`src/rtl/hrw_pkg.sv`:
```
package hrw_pkg;
    localparam int DATA_W   = 8;
    localparam int IDX_W    = 5;
    localparam int N_REGS   = 26;
    localparam int CNT_W    = 24;

    localparam logic [IDX_W-1:0] IDX_CNT_HI = 5'd18;
    localparam logic [IDX_W-1:0] IDX_CNT_MD = 5'd19;
    localparam logic [IDX_W-1:0] IDX_CNT_LO = 5'd20;
    localparam logic [IDX_W-1:0] IDX_CAUSE  = 5'd23;
    localparam logic [IDX_W-1:0] IDX_CMD    = 5'd24;
    localparam logic [IDX_W-1:0] IDX_DATA   = 5'd25;

    typedef struct packed {
        logic       int_pend;
        logic       cmd_lost;
        logic       busy;
        logic       cip;
        logic [1:0] zero;
        logic       parity;
        logic       dbr;
    } aux_status_t;

    typedef struct packed {
        logic       single;
        logic [6:0] code;
    } cmd_byte_t;

    typedef struct packed {
        logic ptr_wr;
        logic stat_rd;
        logic val_wr;
        logic val_rd;
    } host_op_t;

    function automatic logic idx_mapped(logic [IDX_W-1:0] idx);
        return idx <= IDX_DATA;
    endfunction

    function automatic logic idx_fenced(logic [IDX_W-1:0] idx, logic busy, logic cip);
        if (!idx_mapped(idx))  return 1'b1;
        if (idx == IDX_DATA)   return 1'b0;
        if (idx == IDX_CMD)    return cip;
        return busy;
    endfunction
endpackage

```
`src/rtl/hrw_ptr.sv`:
```
module hrw_ptr
    import hrw_pkg::*;
(
    input  logic             clk,
    input  logic             rst,
    input  logic             load,
    input  logic [IDX_W-1:0] load_val,
    input  logic             step,
    output logic [IDX_W-1:0] ptr
);
    always_ff @(posedge clk) begin
        if (rst)
            ptr <= '0;
        else if (load)
            ptr <= load_val;
        else if (step && ptr != IDX_DATA)
            ptr <= ptr + 1'b1;
    end


    ptr_step_chk: assert property (@(posedge clk) disable iff (rst)
        (step && !load && ptr != IDX_DATA) |=> ptr == $past(ptr) + 5'd1);


    ptr_hold_chk: assert property (@(posedge clk) disable iff (rst)
        (step && !load && ptr == IDX_DATA) |=> ptr == IDX_DATA);
endmodule

```
`src/rtl/hrw_status.sv`:
```
module hrw_status
    import hrw_pkg::*;
(
    input  logic        clk,
    input  logic        rst,
    input  logic        busy,
    input  logic        cip,
    input  logic        parity,
    input  logic        dbr,
    input  logic        cmd_ignored,
    input  logic        stat_rd,
    input  logic        cause_set,
    input  logic        cause_clr,
    output aux_status_t status,
    output logic        int_pend
);
    logic lost_q;
    logic int_q;

    always_ff @(posedge clk) begin
        if (rst) begin
            lost_q <= 1'b0;
            int_q  <= 1'b0;
        end else begin
            if (cmd_ignored)
                lost_q <= 1'b1;
            else if (stat_rd)
                lost_q <= 1'b0;

            if (cause_set)
                int_q <= 1'b1;
            else if (cause_clr)
                int_q <= 1'b0;
        end
    end

    always_comb begin
        status.int_pend = int_q;
        status.cmd_lost = lost_q;
        status.busy     = busy;
        status.cip      = cip;
        status.zero     = 2'b00;
        status.parity   = parity;
        status.dbr      = dbr;
    end

    assign int_pend = int_q;


    irq_fall_chk: assert property (@(posedge clk) disable iff (rst)
        $fell(int_q) |-> $past(cause_clr));


    lost_rise_chk: assert property (@(posedge clk) disable iff (rst)
        $rose(lost_q) |-> $past(cmd_ignored));


    lost_fall_chk: assert property (@(posedge clk) disable iff (rst)
        $fell(lost_q) |-> $past(stat_rd));
endmodule

```
`src/rtl/hrw_bank.sv`:
```
module hrw_bank
    import hrw_pkg::*;
#(
    parameter int NREG = N_REGS,
    parameter int DW   = DATA_W
) (
    input  logic             clk,
    input  logic             rst,
    input  logic             wr_en,
    input  logic [IDX_W-1:0] wr_idx,
    input  logic [DW-1:0]    wr_data,
    input  logic             eng_we,
    input  logic [DW-1:0]    eng_data,
    input  logic [IDX_W-1:0] rd_idx,
    output logic [DW-1:0]    rd_data,
    output logic [3*DW-1:0]  count,
    output logic [DW-1:0]    cmd_reg,
    output logic [DW-1:0]    data_reg
);
    logic [DW-1:0] regs [NREG];
    logic [DW-1:0] nxt  [NREG];

    for (genvar g = 0; g < NREG; g++) begin : g_reg
        if (g == int'(IDX_CAUSE)) begin : g_cause
            assign nxt[g] = eng_we ? eng_data :
                            (wr_en && wr_idx == IDX_W'(g)) ? wr_data : regs[g];
        end else begin : g_plain
            assign nxt[g] = (wr_en && wr_idx == IDX_W'(g)) ? wr_data : regs[g];
        end
    end

    always_ff @(posedge clk) begin
        for (int i = 0; i < NREG; i++)
            regs[i] <= rst ? '0 : nxt[i];
    end

    always_comb begin
        rd_data = '0;
        for (int i = 0; i < NREG; i++)
            if (rd_idx == IDX_W'(i))
                rd_data = regs[i];
    end

    assign count    = {regs[IDX_CNT_HI], regs[IDX_CNT_MD], regs[IDX_CNT_LO]};
    assign cmd_reg  = regs[IDX_CMD];
    assign data_reg = regs[IDX_DATA];
endmodule

```
`src/rtl/hostreg_window.sv`:
```
module hostreg_window
    import hrw_pkg::*;
(
    input  logic              clk,
    input  logic              rst,
    input  logic              host_cs,
    input  logic              host_port,
    input  logic              host_we,
    input  logic [DATA_W-1:0] host_wdata,
    output logic [DATA_W-1:0] host_rdata,
    input  logic              eng_busy,
    input  logic              eng_cip,
    input  logic              eng_parity_err,
    input  logic              eng_dbr,
    input  logic              eng_cause_we,
    input  logic [DATA_W-1:0] eng_cause,
    output logic              irq,
    output logic              cmd_valid,
    output logic [6:0]        cmd_code,
    output logic              cmd_single,
    output logic              data_push,
    output logic [DATA_W-1:0] data_byte,
    output logic [CNT_W-1:0]  xfer_count
);
    host_op_t          op;
    logic [IDX_W-1:0]  ptr;
    logic              fenced;
    logic              is_cmd;
    logic              cmd_ok;
    logic              bank_we;
    logic              cmd_ignored;
    logic              cause_clr;
    logic [DATA_W-1:0] bank_rd;
    logic [DATA_W-1:0] cmd_raw;
    aux_status_t       status;
    cmd_byte_t         cmd_dec;
    logic [DATA_W-1:0] rdata_q;
    logic              cmd_valid_q;
    logic              push_q;

    always_comb begin
        op.ptr_wr  = host_cs && !host_port &&  host_we;
        op.stat_rd = host_cs && !host_port && !host_we;
        op.val_wr  = host_cs &&  host_port &&  host_we;
        op.val_rd  = host_cs &&  host_port && !host_we;
    end

    assign fenced      = idx_fenced(ptr, eng_busy, eng_cip);
    assign is_cmd      = (ptr == IDX_CMD);
    assign cmd_ok      = !eng_busy && !eng_cip;
    assign bank_we     = op.val_wr && (is_cmd ? cmd_ok : !fenced);
    assign cmd_ignored = op.val_wr && is_cmd && !cmd_ok;
    assign cause_clr   = op.val_rd && (ptr == IDX_CAUSE) && !fenced;

    hrw_ptr u_ptr (
        .clk      (clk),
        .rst      (rst),
        .load     (op.ptr_wr),
        .load_val (host_wdata[IDX_W-1:0]),
        .step     (op.val_wr || op.val_rd),
        .ptr      (ptr)
    );

    hrw_status u_status (
        .clk         (clk),
        .rst         (rst),
        .busy        (eng_busy),
        .cip         (eng_cip),
        .parity      (eng_parity_err),
        .dbr         (eng_dbr),
        .cmd_ignored (cmd_ignored),
        .stat_rd     (op.stat_rd),
        .cause_set   (eng_cause_we),
        .cause_clr   (cause_clr),
        .status      (status),
        .int_pend    (irq)
    );

    hrw_bank u_bank (
        .clk      (clk),
        .rst      (rst),
        .wr_en    (bank_we),
        .wr_idx   (ptr),
        .wr_data  (host_wdata),
        .eng_we   (eng_cause_we),
        .eng_data (eng_cause),
        .rd_idx   (ptr),
        .rd_data  (bank_rd),
        .count    (xfer_count),
        .cmd_reg  (cmd_raw),
        .data_reg (data_byte)
    );

    always_ff @(posedge clk) begin
        if (rst) begin
            rdata_q     <= '0;
            cmd_valid_q <= 1'b0;
            push_q      <= 1'b0;
        end else begin
            if (op.stat_rd)
                rdata_q <= status;
            else if (op.val_rd)
                rdata_q <= fenced ? '0 : bank_rd;
            cmd_valid_q <= bank_we && is_cmd;
            push_q      <= bank_we && (ptr == IDX_DATA);
        end
    end

    assign cmd_dec    = cmd_byte_t'(cmd_raw);
    assign cmd_code   = cmd_dec.code;
    assign cmd_single = cmd_dec.single;
    assign cmd_valid  = cmd_valid_q;
    assign data_push  = push_q;
    assign host_rdata = rdata_q;


    cmd_gate_chk: assert property (@(posedge clk) disable iff (rst)
        cmd_valid |-> $past(!eng_busy && !eng_cip));


    fenced_count_chk: assert property (@(posedge clk) disable iff (rst)
        (op.val_wr && eng_busy && ptr >= IDX_CNT_HI && ptr <= IDX_CNT_LO)
        |=> $stable(xfer_count));


    cip_read_chk: assert property (@(posedge clk) disable iff (rst)
        (op.val_rd && eng_cip && is_cmd) |=> host_rdata == 8'h00);


    status_rd_ptr_chk: assert property (@(posedge clk) disable iff (rst)
        op.stat_rd |=> $stable(ptr));


    push_data_chk: assert property (@(posedge clk) disable iff (rst)
        (op.val_wr && ptr == IDX_DATA) |=> (data_push && data_byte == $past(host_wdata)));
endmodule

```
`config.mk`:
```
export PLATFORM = sky130hd
export DESIGN_NAME = hostreg_window
export DESIGN_NICKNAME = d
export VERILOG_FILES = /design/src/rtl/hrw_pkg.sv /design/src/rtl/hrw_ptr.sv /design/src/rtl/hrw_status.sv /design/src/rtl/hrw_bank.sv /design/src/rtl/hostreg_window.sv
export SDC_FILE = /design/constraint.sdc
export NUM_CORES = 1
export LEC_CHECK = 0
export ABC_CLOCK_PERIOD_IN_PS = 7800
export BUFFER_PORTS_ARGS = -buffer_cell sky130_fd_sc_hd__buf_2
export CORE_MARGIN = 2
export CORE_UTILIZATION = 34
export CTS_BUF_LIST = sky130_fd_sc_hd__clkbuf_8
export DETAILED_ROUTE_END_ITERATION = 12
export GPL_TIMING_DRIVEN = 0
export PLACE_DENSITY = 0.59
export SYNTH_ARGS = -nofsm -noshare
export SYNTH_HDL_FRONTEND = slang
export SYNTH_SLANG_ARGS = --single-unit
```
`constraint.sdc`:
```
create_clock -name clk -period 7.8 [get_ports clk]
set_clock_uncertainty 0.2 [all_clocks]
set_input_delay 0.78 -clock clk [delete_from_list [all_inputs] [get_ports clk]]
set_output_delay 0.78 -clock clk [all_outputs]
set_load 0.05 [all_outputs]
```
==> flow_summary.toml, run 1 <==
[floorplan]
effective_utilization_at_floorplan_pct = 34.3
die_h_microns = 190
fp.dieW_microns = 190
i_o_pins = 77
dieArea_sq_mm = 0.0361
fp-row-count = 68
core_area_sq_mm = 0.0343

[clock_tree]
cts_made_buffers = 39
cts_repair_resize_count = 0
clk-insertion-delay-late_ns = 0.56
cts_buffer_depth = 3
cts_setup_buffers = 0
cts_tree = "built"
h-tree-depth = 2
cts-root-buf = "sky130_fd_sc_hd__clkbuf_8"
tritoncts_num_sinks = 225
clkTransAtPathRegs_ns = 0.06
ctsHoldBuffers = 0

[grt]
grt_pass1_vias = 11500
grt_first_pass_wirelength_mm = 76.3
grt_util_met3_pct = 5.85
grt.met2_usage_pct = 43.4
groute.layer.met1.usage_pct = 38.6
grt_start_max_net_pins = 11
gr-total-overflow = 0
global_route.usage.total_pct = 28.5
global_route.peak_usage_layer = "met2"
antenna_found_initial = 0

[power_and_ir_drop]
total_leakage_power_nw = 4.75
powerDensity_mw_per_mm2 = 190
power_mw = 2.54
ir_drop_mv = 0.0981

[setup_path]
crit_type = "reg -> reg"
critPathRequiredTime_ns = 8.00
cp.arrival_ns = 5.34
cp-start-kind = "flop"
r2r_start = "u_ptr.ptr[2]"
cp-startpoint = "u_ptr.ptr[2]"
crit_path_end_kind = "flop"
timing.critical_path.fanout_max = 10

[logic_synthesis]
synth_ff_type = "sky130_fd_sc_hd__dfxtp_1"
ys_async_sr_fraction_pct = 0
synth_enable_flop_cells = 0
synth.avg_cell_area_sq_um = 7.57
synth.cell_area_sq_mm = 0.0118
synth_warnings = 0
postSynthRegisterBits = 225
seq_area_frac_synth_pct = 38.3
postSynthNetCount = 1586
synthesis.instances = 1555
netlist-cell-type-count = 73

[sta]
timing_hold_violations_final = 0
timing_worst_slew_pin_value_ns = 1.27
timing_max_transition_violations_final = 0
timing.final.crit_period_ns = 5.14
unrepaired_setup_endpoints_after_global_routing = "false"
final_setup_fails = 0
timing.setup.tns_ns = 0
worst_slew_margin_rel_pct = 13.5
timing.fmax_ghz = 0.194
fin_crit_sh_pct = 66.0

[route]
drt_iter0_drc = 1464
vias = 12500
drt_pre_antenna_iters = 5
route.detailed.vias_per_inst = 5.83
detail_route.drc_violations = 0
antenna_violating_nets_post_route = 0
average_wire_per_cell_in_the_routed_design_microns = 24.7
postRouteWirelength_mm = 53.0

[run]
max_capacitance_violation_count = 0

[placement]
placer_congestion = 1.01
placed_cell_area_sq_mm = 0.0127
hpwlAfterDp_mm = 38.4
place.port_buffers = 67

[cells_and_area]
layout.cells.most_common_list = "sky130_fd_sc_hd__nand2_1 (352), sky130_fd_sc_hd__dfxtp_1 (225), sky130_fd_sc_hd__a21oi_1 (203), sky130_fd_sc_hd__nor2_1 (112), sky130_fd_sc_hd__clkbuf_1 (107)"
area_used_by_sequential_logic_in_the_layout_sq_mm = 0.00450
final_area_sq_mm = 0.0134
insertedDiodeCount = 0
most_common_cell_after_layout_fill_and_taps_aside = "sky130_fd_sc_hd__nand2_1"
fillerInstances = 3650
nNetsFinal = 1694
area_of_combinational_cells_with_multiple_inputs_sq_mm = 0.00639
final_layout_size_suffix_gt1_share_pct = 11.5
area.growth.synth_to_final_pct = 13.9

[run_status]
outcome = "complete, no violations"

[min_path]
hold_path_startpoint = "u_bank.regs[0][72]"
hold_path.class = "reg -> reg"
-- area by class of cell --
cell class	count	share of cell area (%)
plain buffers	167	5.90
inverters	21	0.588
repair buffers	67	2.50
multi-input cells	1142	47.7
flip-flops and latches	225	33.6
well taps	455	4.25
clock inverters	20	0.663
clock buffers	47	4.83
-- cells in the mapped netlist (all sizes together) (5+ instances only) --
cell type / instances / share of area (%)
dfxtp: 225 / 38
nand2b: 13 / 0.69
o32ai: 8 / 0.60
inv: 21 / 0.67
nand4: 8 / 0.43
nor3b: 18 / 1.1
nor2b: 24 / 1.3
o211ai: 9 / 0.57
o2111ai: 6 / 0.45
a31oi: 9 / 0.48
buf: 59 / 3.3
a211oi: 11 / 0.70
o21a: 9 / 0.57
and4b: 9 / 0.77
or3: 7 / 0.37
a2111oi: 5 / 0.37
nand3b: 14 / 0.89
mux2i: 58 / 4.9
ha: 5 / 0.53
nor4: 15 / 1.4
clkbuf: 108 / 3.5
a221oi: 14 / 1.0
o22ai: 11 / 0.58
nand4b: 9 / 0.72
nor4bb: 7 / 0.60
nand3: 35 / 1.5
a21oi: 203 / 8.6
nor2: 112 / 3.6
o21ai: 51 / 2.2
nand2: 352 / 11
nor3: 38 / 2.0
and3: 13 / 0.69
-- path summary, 6_finish.rpt --
kind / end / slack (ns) / depth (start not counted)
worst max-delay path: host_rdata[7] / 2.66 / 12
worst min-delay path: u_bank.regs[0][72] / 0.26 / 2
worst max register to register: host_rdata[7] / 2.66 / 12
worst min register to register: u_bank.regs[0][72] / 0.26 / 2
-- worst max-delay path, cell delays in order, from the launching register on --
cell and delay, ns:
sky130_fd_sc_hd__dfxtp_1 0.42, sky130_fd_sc_hd__clkbuf_1 0.34, sky130_fd_sc_hd__clkbuf_1 0.44, sky130_fd_sc_hd__clkbuf_1 0.52, sky130_fd_sc_hd__clkbuf_1 0.51, sky130_fd_sc_hd__and3_1 0.25, sky130_fd_sc_hd__ha_1 0.38, sky130_fd_sc_hd__clkbuf_1 0.43
sky130_fd_sc_hd__nor2_1 0.13, sky130_fd_sc_hd__o2111ai_1 0.19, sky130_fd_sc_hd__nor3_1 0.09, sky130_fd_sc_hd__a211oi_1 0.83, sky130_fd_sc_hd__o21ai_0 0.24
-- power by group --
group	internal [mW]	switching, mW	total, mW	leakage, nW
clock network	0.544	0.507	1.05	0.433
registers	1.16	0.00796	1.17	1.82
logic	0.0765	0.248	0.325	2.50
total	1.78	0.763	2.54	4.75
-- flip-flops by register name (all words and copies together), names as in the netlist --
name	count
host_rdata	8
u_status.lost_q	1
u_ptr.ptr	5
cmd_valid	1
u_status.int_pend	1
u_bank.regs	208
data_push	1
-- routing by layer --
| metal | vias to the layer above | wire length [microns] |
|---|---|---|
| met5 | - | 0 |
| met4 | 0 | 2620 |
| met3 | 164 | 5450 |
| met2 | 773 | 22700 |
| met1 | 5937 | 22200 |
| li1 | 5635 | - |
-- kinds of logic after synthesis --
kind of cell               count (synthesis)  share of synthesized area, %
and+or+nand+nor                          697                          29.1
AOI/OAI and AO/OA                        380                          19.7
DFF                                      225                          38.3
buffers and inverters                    188                          7.39
muxes                                     58                          4.93
adders and majority gates                  5                         0.532
xor gates and xnor gates                   2                         0.149
-- metrics by stage --
| stage | worst slack, ns | cells | hold slack, ns | utilization (%) |
|---|---|---|---|---|
| after CTS | 2.88 | 2144 | 0.255 | 39.1 |
| after floorplan | 4.82 | 1555 | 0.231 | - |
| after detailed placement | 2.91 | 2077 | 0.246 | 37.0 |
| final | 2.66 | 2144 | 0.256 | 39.1 |
| after global placement | 2.90 | 2077 | 0.240 | 37.0 |
| after global routing | 2.57 | 2144 | 0.276 | 39.1 |
(Power assumes the default switching activity.)
==> run 2, diff against run 1 <==
--- a/config.mk
+++ b/config.mk
@@ -5,14 +5,15 @@
 export SDC_FILE = /design/constraint.sdc
 export NUM_CORES = 1
 export LEC_CHECK = 0
-export ABC_CLOCK_PERIOD_IN_PS = 7800
+export ABC_AREA = 1
+export ABC_CLOCK_PERIOD_IN_PS = 4400
 export BUFFER_PORTS_ARGS = -buffer_cell sky130_fd_sc_hd__buf_2
 export CORE_MARGIN = 2
 export CORE_UTILIZATION = 34
 export CTS_BUF_LIST = sky130_fd_sc_hd__clkbuf_8
 export DETAILED_ROUTE_END_ITERATION = 12
 export GPL_TIMING_DRIVEN = 0
-export PLACE_DENSITY = 0.59
+export PLACE_DENSITY = 0.61
 export SYNTH_ARGS = -nofsm -noshare
 export SYNTH_HDL_FRONTEND = slang
 export SYNTH_SLANG_ARGS = --single-unit
==> constraint.sdc (replaced) <==
create_clock -name clk -period 4.4 [get_ports clk]
set_clock_uncertainty 0.2 [all_clocks]
set_input_delay 0.44 -clock clk [delete_from_list [all_inputs] [get_ports clk]]
set_output_delay 0.44 -clock clk [all_outputs]
set_load 0.05 [all_outputs]
==> run 2 against run 1 <==
Net effect: core utilization grew 0.61 points; clock power is 81% higher; synthesized area is 5.2% lower; critical path depth is 21 higher; die area is 5.0% lower; fmax grew 32%; sequential cell count stayed put; setup slack got worse by 2.2 ns; synthesized cell count up 7.7%.
==> flow_summary.toml, run 2 <==
[run_status]
outcome = "complete, no violations"

[clock_tree]
clkTransAtPathRegs_ns = 0.06
tritoncts_num_sinks = 225
cts_buffer_depth = 3
cts_made_buffers = 39
cts-root-buf = "sky130_fd_sc_hd__clkbuf_8"
h-tree-depth = 2
cts_setup_buffers = 0
clk-insertion-delay-late_ns = 0.54
cts_tree = "built"

[cells_and_area]
final_area_sq_mm = 0.0129
nNetsFinal = 1822
area_of_combinational_cells_with_multiple_inputs_sq_mm = 0.00499
area_used_by_sequential_logic_in_the_layout_sq_mm = 0.00450
insertedDiodeCount = 0
layout.cells.most_common_list = "sky130_fd_sc_hd__nand2_1 (365), sky130_fd_sc_hd__inv_1 (242), sky130_fd_sc_hd__dfxtp_1 (225), sky130_fd_sc_hd__a21oi_1 (223), sky130_fd_sc_hd__o21ai_0 (198)"
fillerInstances = 3522
most_common_cell_after_layout_fill_and_taps_aside = "sky130_fd_sc_hd__nand2_1"
largest_register_ffs = 208
utilization_after_layout_pct = 39.7
final_layout_size_suffix_gt1_share_pct = 12.3
largest_register = "u_bank.regs"
area.growth.synth_to_final_pct = 15.5

[min_path]
hold-path-endpoint = "u_bank.regs[1][62]"
hold_path_startpoint = "eng_cause[6]"
hold_path.class = "in -> reg"
worst_hold_path_cells = 3

[logic_synthesis]
netlist-cell-type-count = 34
synth.cell_area_sq_mm = 0.0112
synth_warnings = 0
netlist_top_cells_count = "sky130_fd_sc_hd__nand2_1 (365), sky130_fd_sc_hd__inv_1 (229), sky130_fd_sc_hd__dfxtp_1 (225)"
post_synth_main_area_contributors = "sky130_fd_sc_hd__dfxtp_1 (40%), sky130_fd_sc_hd__nand2_1 (12%), sky130_fd_sc_hd__a21oi_1 (10%)"
synthesis.instances = 1675
postSynthNetCount = 1706
yosysMostFrequentCell = "sky130_fd_sc_hd__nand2_1"
synth_ff_type = "sky130_fd_sc_hd__dfxtp_1"
synth_top_cell_by_area = "sky130_fd_sc_hd__dfxtp_1"
yosysTopAreaCellShare_pct = 40.4
seq_area_frac_synth_pct = 40.4
ys_async_sr_fraction_pct = 0
postSynthRegisterBits = 225
synth_enable_flop_cells = 0
synth.avg_cell_area_sq_um = 6.66

[floorplan]
effective_utilization_at_floorplan_pct = 34.4
fp-row-count = 66
die_h_microns = 185
core_area_sq_mm = 0.0325
dieArea_sq_mm = 0.0343
i_o_pins = 77
fp.dieW_microns = 185

[grt]
antenna_found_initial = 0
gr-total-overflow = 0
grt_first_pass_wirelength_mm = 57.2
global_route.usage.total_pct = 21.4
grt_start_max_net_pins = 11
grt_pass1_vias = 10400

[sta]
final_setup_fails = 0
timing_worst_slew_pin_value_ns = 1.01
timing_max_transition_violations_final = 0
timing.final.crit_period_ns = 3.91
worst_slew_margin_rel_pct = 32.9
timing.fmax_ghz = 0.256
timing.setup.tns_ns = 0
unrepaired_setup_endpoints_after_global_routing = "false"
fin_crit_sh_pct = 88.9
timing_hold_violations_final = 0

[setup_path]
critical_path.most_common_cell = "sky130_fd_sc_hd__nand2_1"
critPathRequiredTime_ns = 4.59
r2r_start = "u_ptr.ptr[1]"
cell_with_the_largest_stage_delay_on_the_worst_path = "sky130_fd_sc_hd__dfxtp_1"
reg2reg_depth = 33
cp_slowest_stage_delay_ns = 0.35
reg2reg_to = "host_rdata[0]"
crit_type = "reg -> reg"
timing.critical_path.fanout_max = 5
cp-start-kind = "flop"
r2r_setup_slack_ns = 0.49
crit_path_end_kind = "flop"
cp.arrival_ns = 4.10

[placement]
hpwlAfterDp_mm = 26.0
placed_cell_area_sq_mm = 0.0121
place.port_buffers = 69
placer_congestion = 0.892

[power_and_ir_drop]
ir_drop_mv = 0.133
powerDensity_mw_per_mm2 = 342
total_leakage_power_nw = 4.91

[route]
antenna_violating_nets_post_route = 0
route.detailed.vias_per_inst = 5.03
drt_iter0_drc = 1075
detail_route.drc_violations = 0
postRouteWirelength_mm = 37.0
average_wire_per_cell_in_the_routed_design_microns = 16.4
drt_pre_antenna_iters = 5
vias = 11400

[run]
max_capacitance_violation_count = 0
run 2: worst max path at each step:
stage | from | end | slack, ns | cells past startpoint
6_report | u_ptr.ptr[1] | host_rdata[0] | 0.49 | 33
5_1_grt | u_ptr.ptr[0] | host_rdata[5] | 0.12 | 31
4_1_cts | u_ptr.ptr[1] | host_rdata[0] | 0.53 | 33
3_5_place_dp | u_ptr.ptr[1] | host_rdata[0] | 0.55 | 33
3_3_place_gp | u_ptr.ptr[0] | host_rdata[5] | 0.56 | 31
2_1_floorplan | u_ptr.ptr[0] | host_rdata[5] | 1.56 | 31
run 2: report_power, final:
group	internal, mW	switching (mW)
Combinational	0.114	0.333
Sequential	2.05	0.0101
Clock	1.04	0.858
Total	3.21	1.20
run 2: per-layer routing:
metal | up-vias | GRT usage (%) | part of all wire [%]
met5 | - | 0 | 0
met4 | 0 | 7.05 | 2.9
met3 | 74 | 2.91 | 6.5
met2 | 409 | 34.0 | 44
met1 | 5281 | 30.0 | 46
li1 | 5599 | - | -
run 2: logic make-up (layout without fill, tap and decap cells):
family                   count (synthesis)  in the layout  share of synthesized area [%]
AND/OR/NAND/NOR                        586            586                           22.4
AO/OA/AOI/OAI                          471            471                           21.7
buffers and inverters                  388            529                           14.9
flip-flops                             225            225                           40.4
adder cells (fa/ha/maj)                  5              5                          0.561
run 2: worst max-delay path, delay by kind of cell, from the launching register on:
| kind | cells | cell delay [ns] |
|---|---|---|
| adder cells (fa/ha/maj) | 1 | 0.17 |
| flip-flops | 1 | 0.35 |
| buffers and inverters | 3 | 0.33 |
| AND/OR/NAND/NOR | 25 | 2.12 |
| AO/OA/AOI/OAI | 4 | 0.61 |
run 2: stage by stage:
stage	setup WS, ns	hold slack (ns)	cells	power [mW]
3_3_place_gp	0.555	0.233	2186	2.54
6_report	0.490	0.0101	2258	4.41
2_1_floorplan	1.56	0.220	1675	2.38
4_1_cts	0.534	0.000143	2258	4.44
5_1_grt	0.118	0.00819	2258	4.59
3_5_place_dp	0.551	0.241	2186	2.54
run 2: timing repair:
action,4_1_cts,5_1_grt
hold buffers,6,0
endpoints found under the hold margin,6,0
gates resized for setup,0,0
run 2: area by class of cell:
cell class	count	share of cell area (%)
repair buffers	75	3.15
clock buffers	52	5.55
flip-flops and latches	225	35.0
multi-input cells	1062	38.7
well taps	442	4.29
inverters	244	7.13
plain buffers	144	5.82
clock inverters	14	0.417
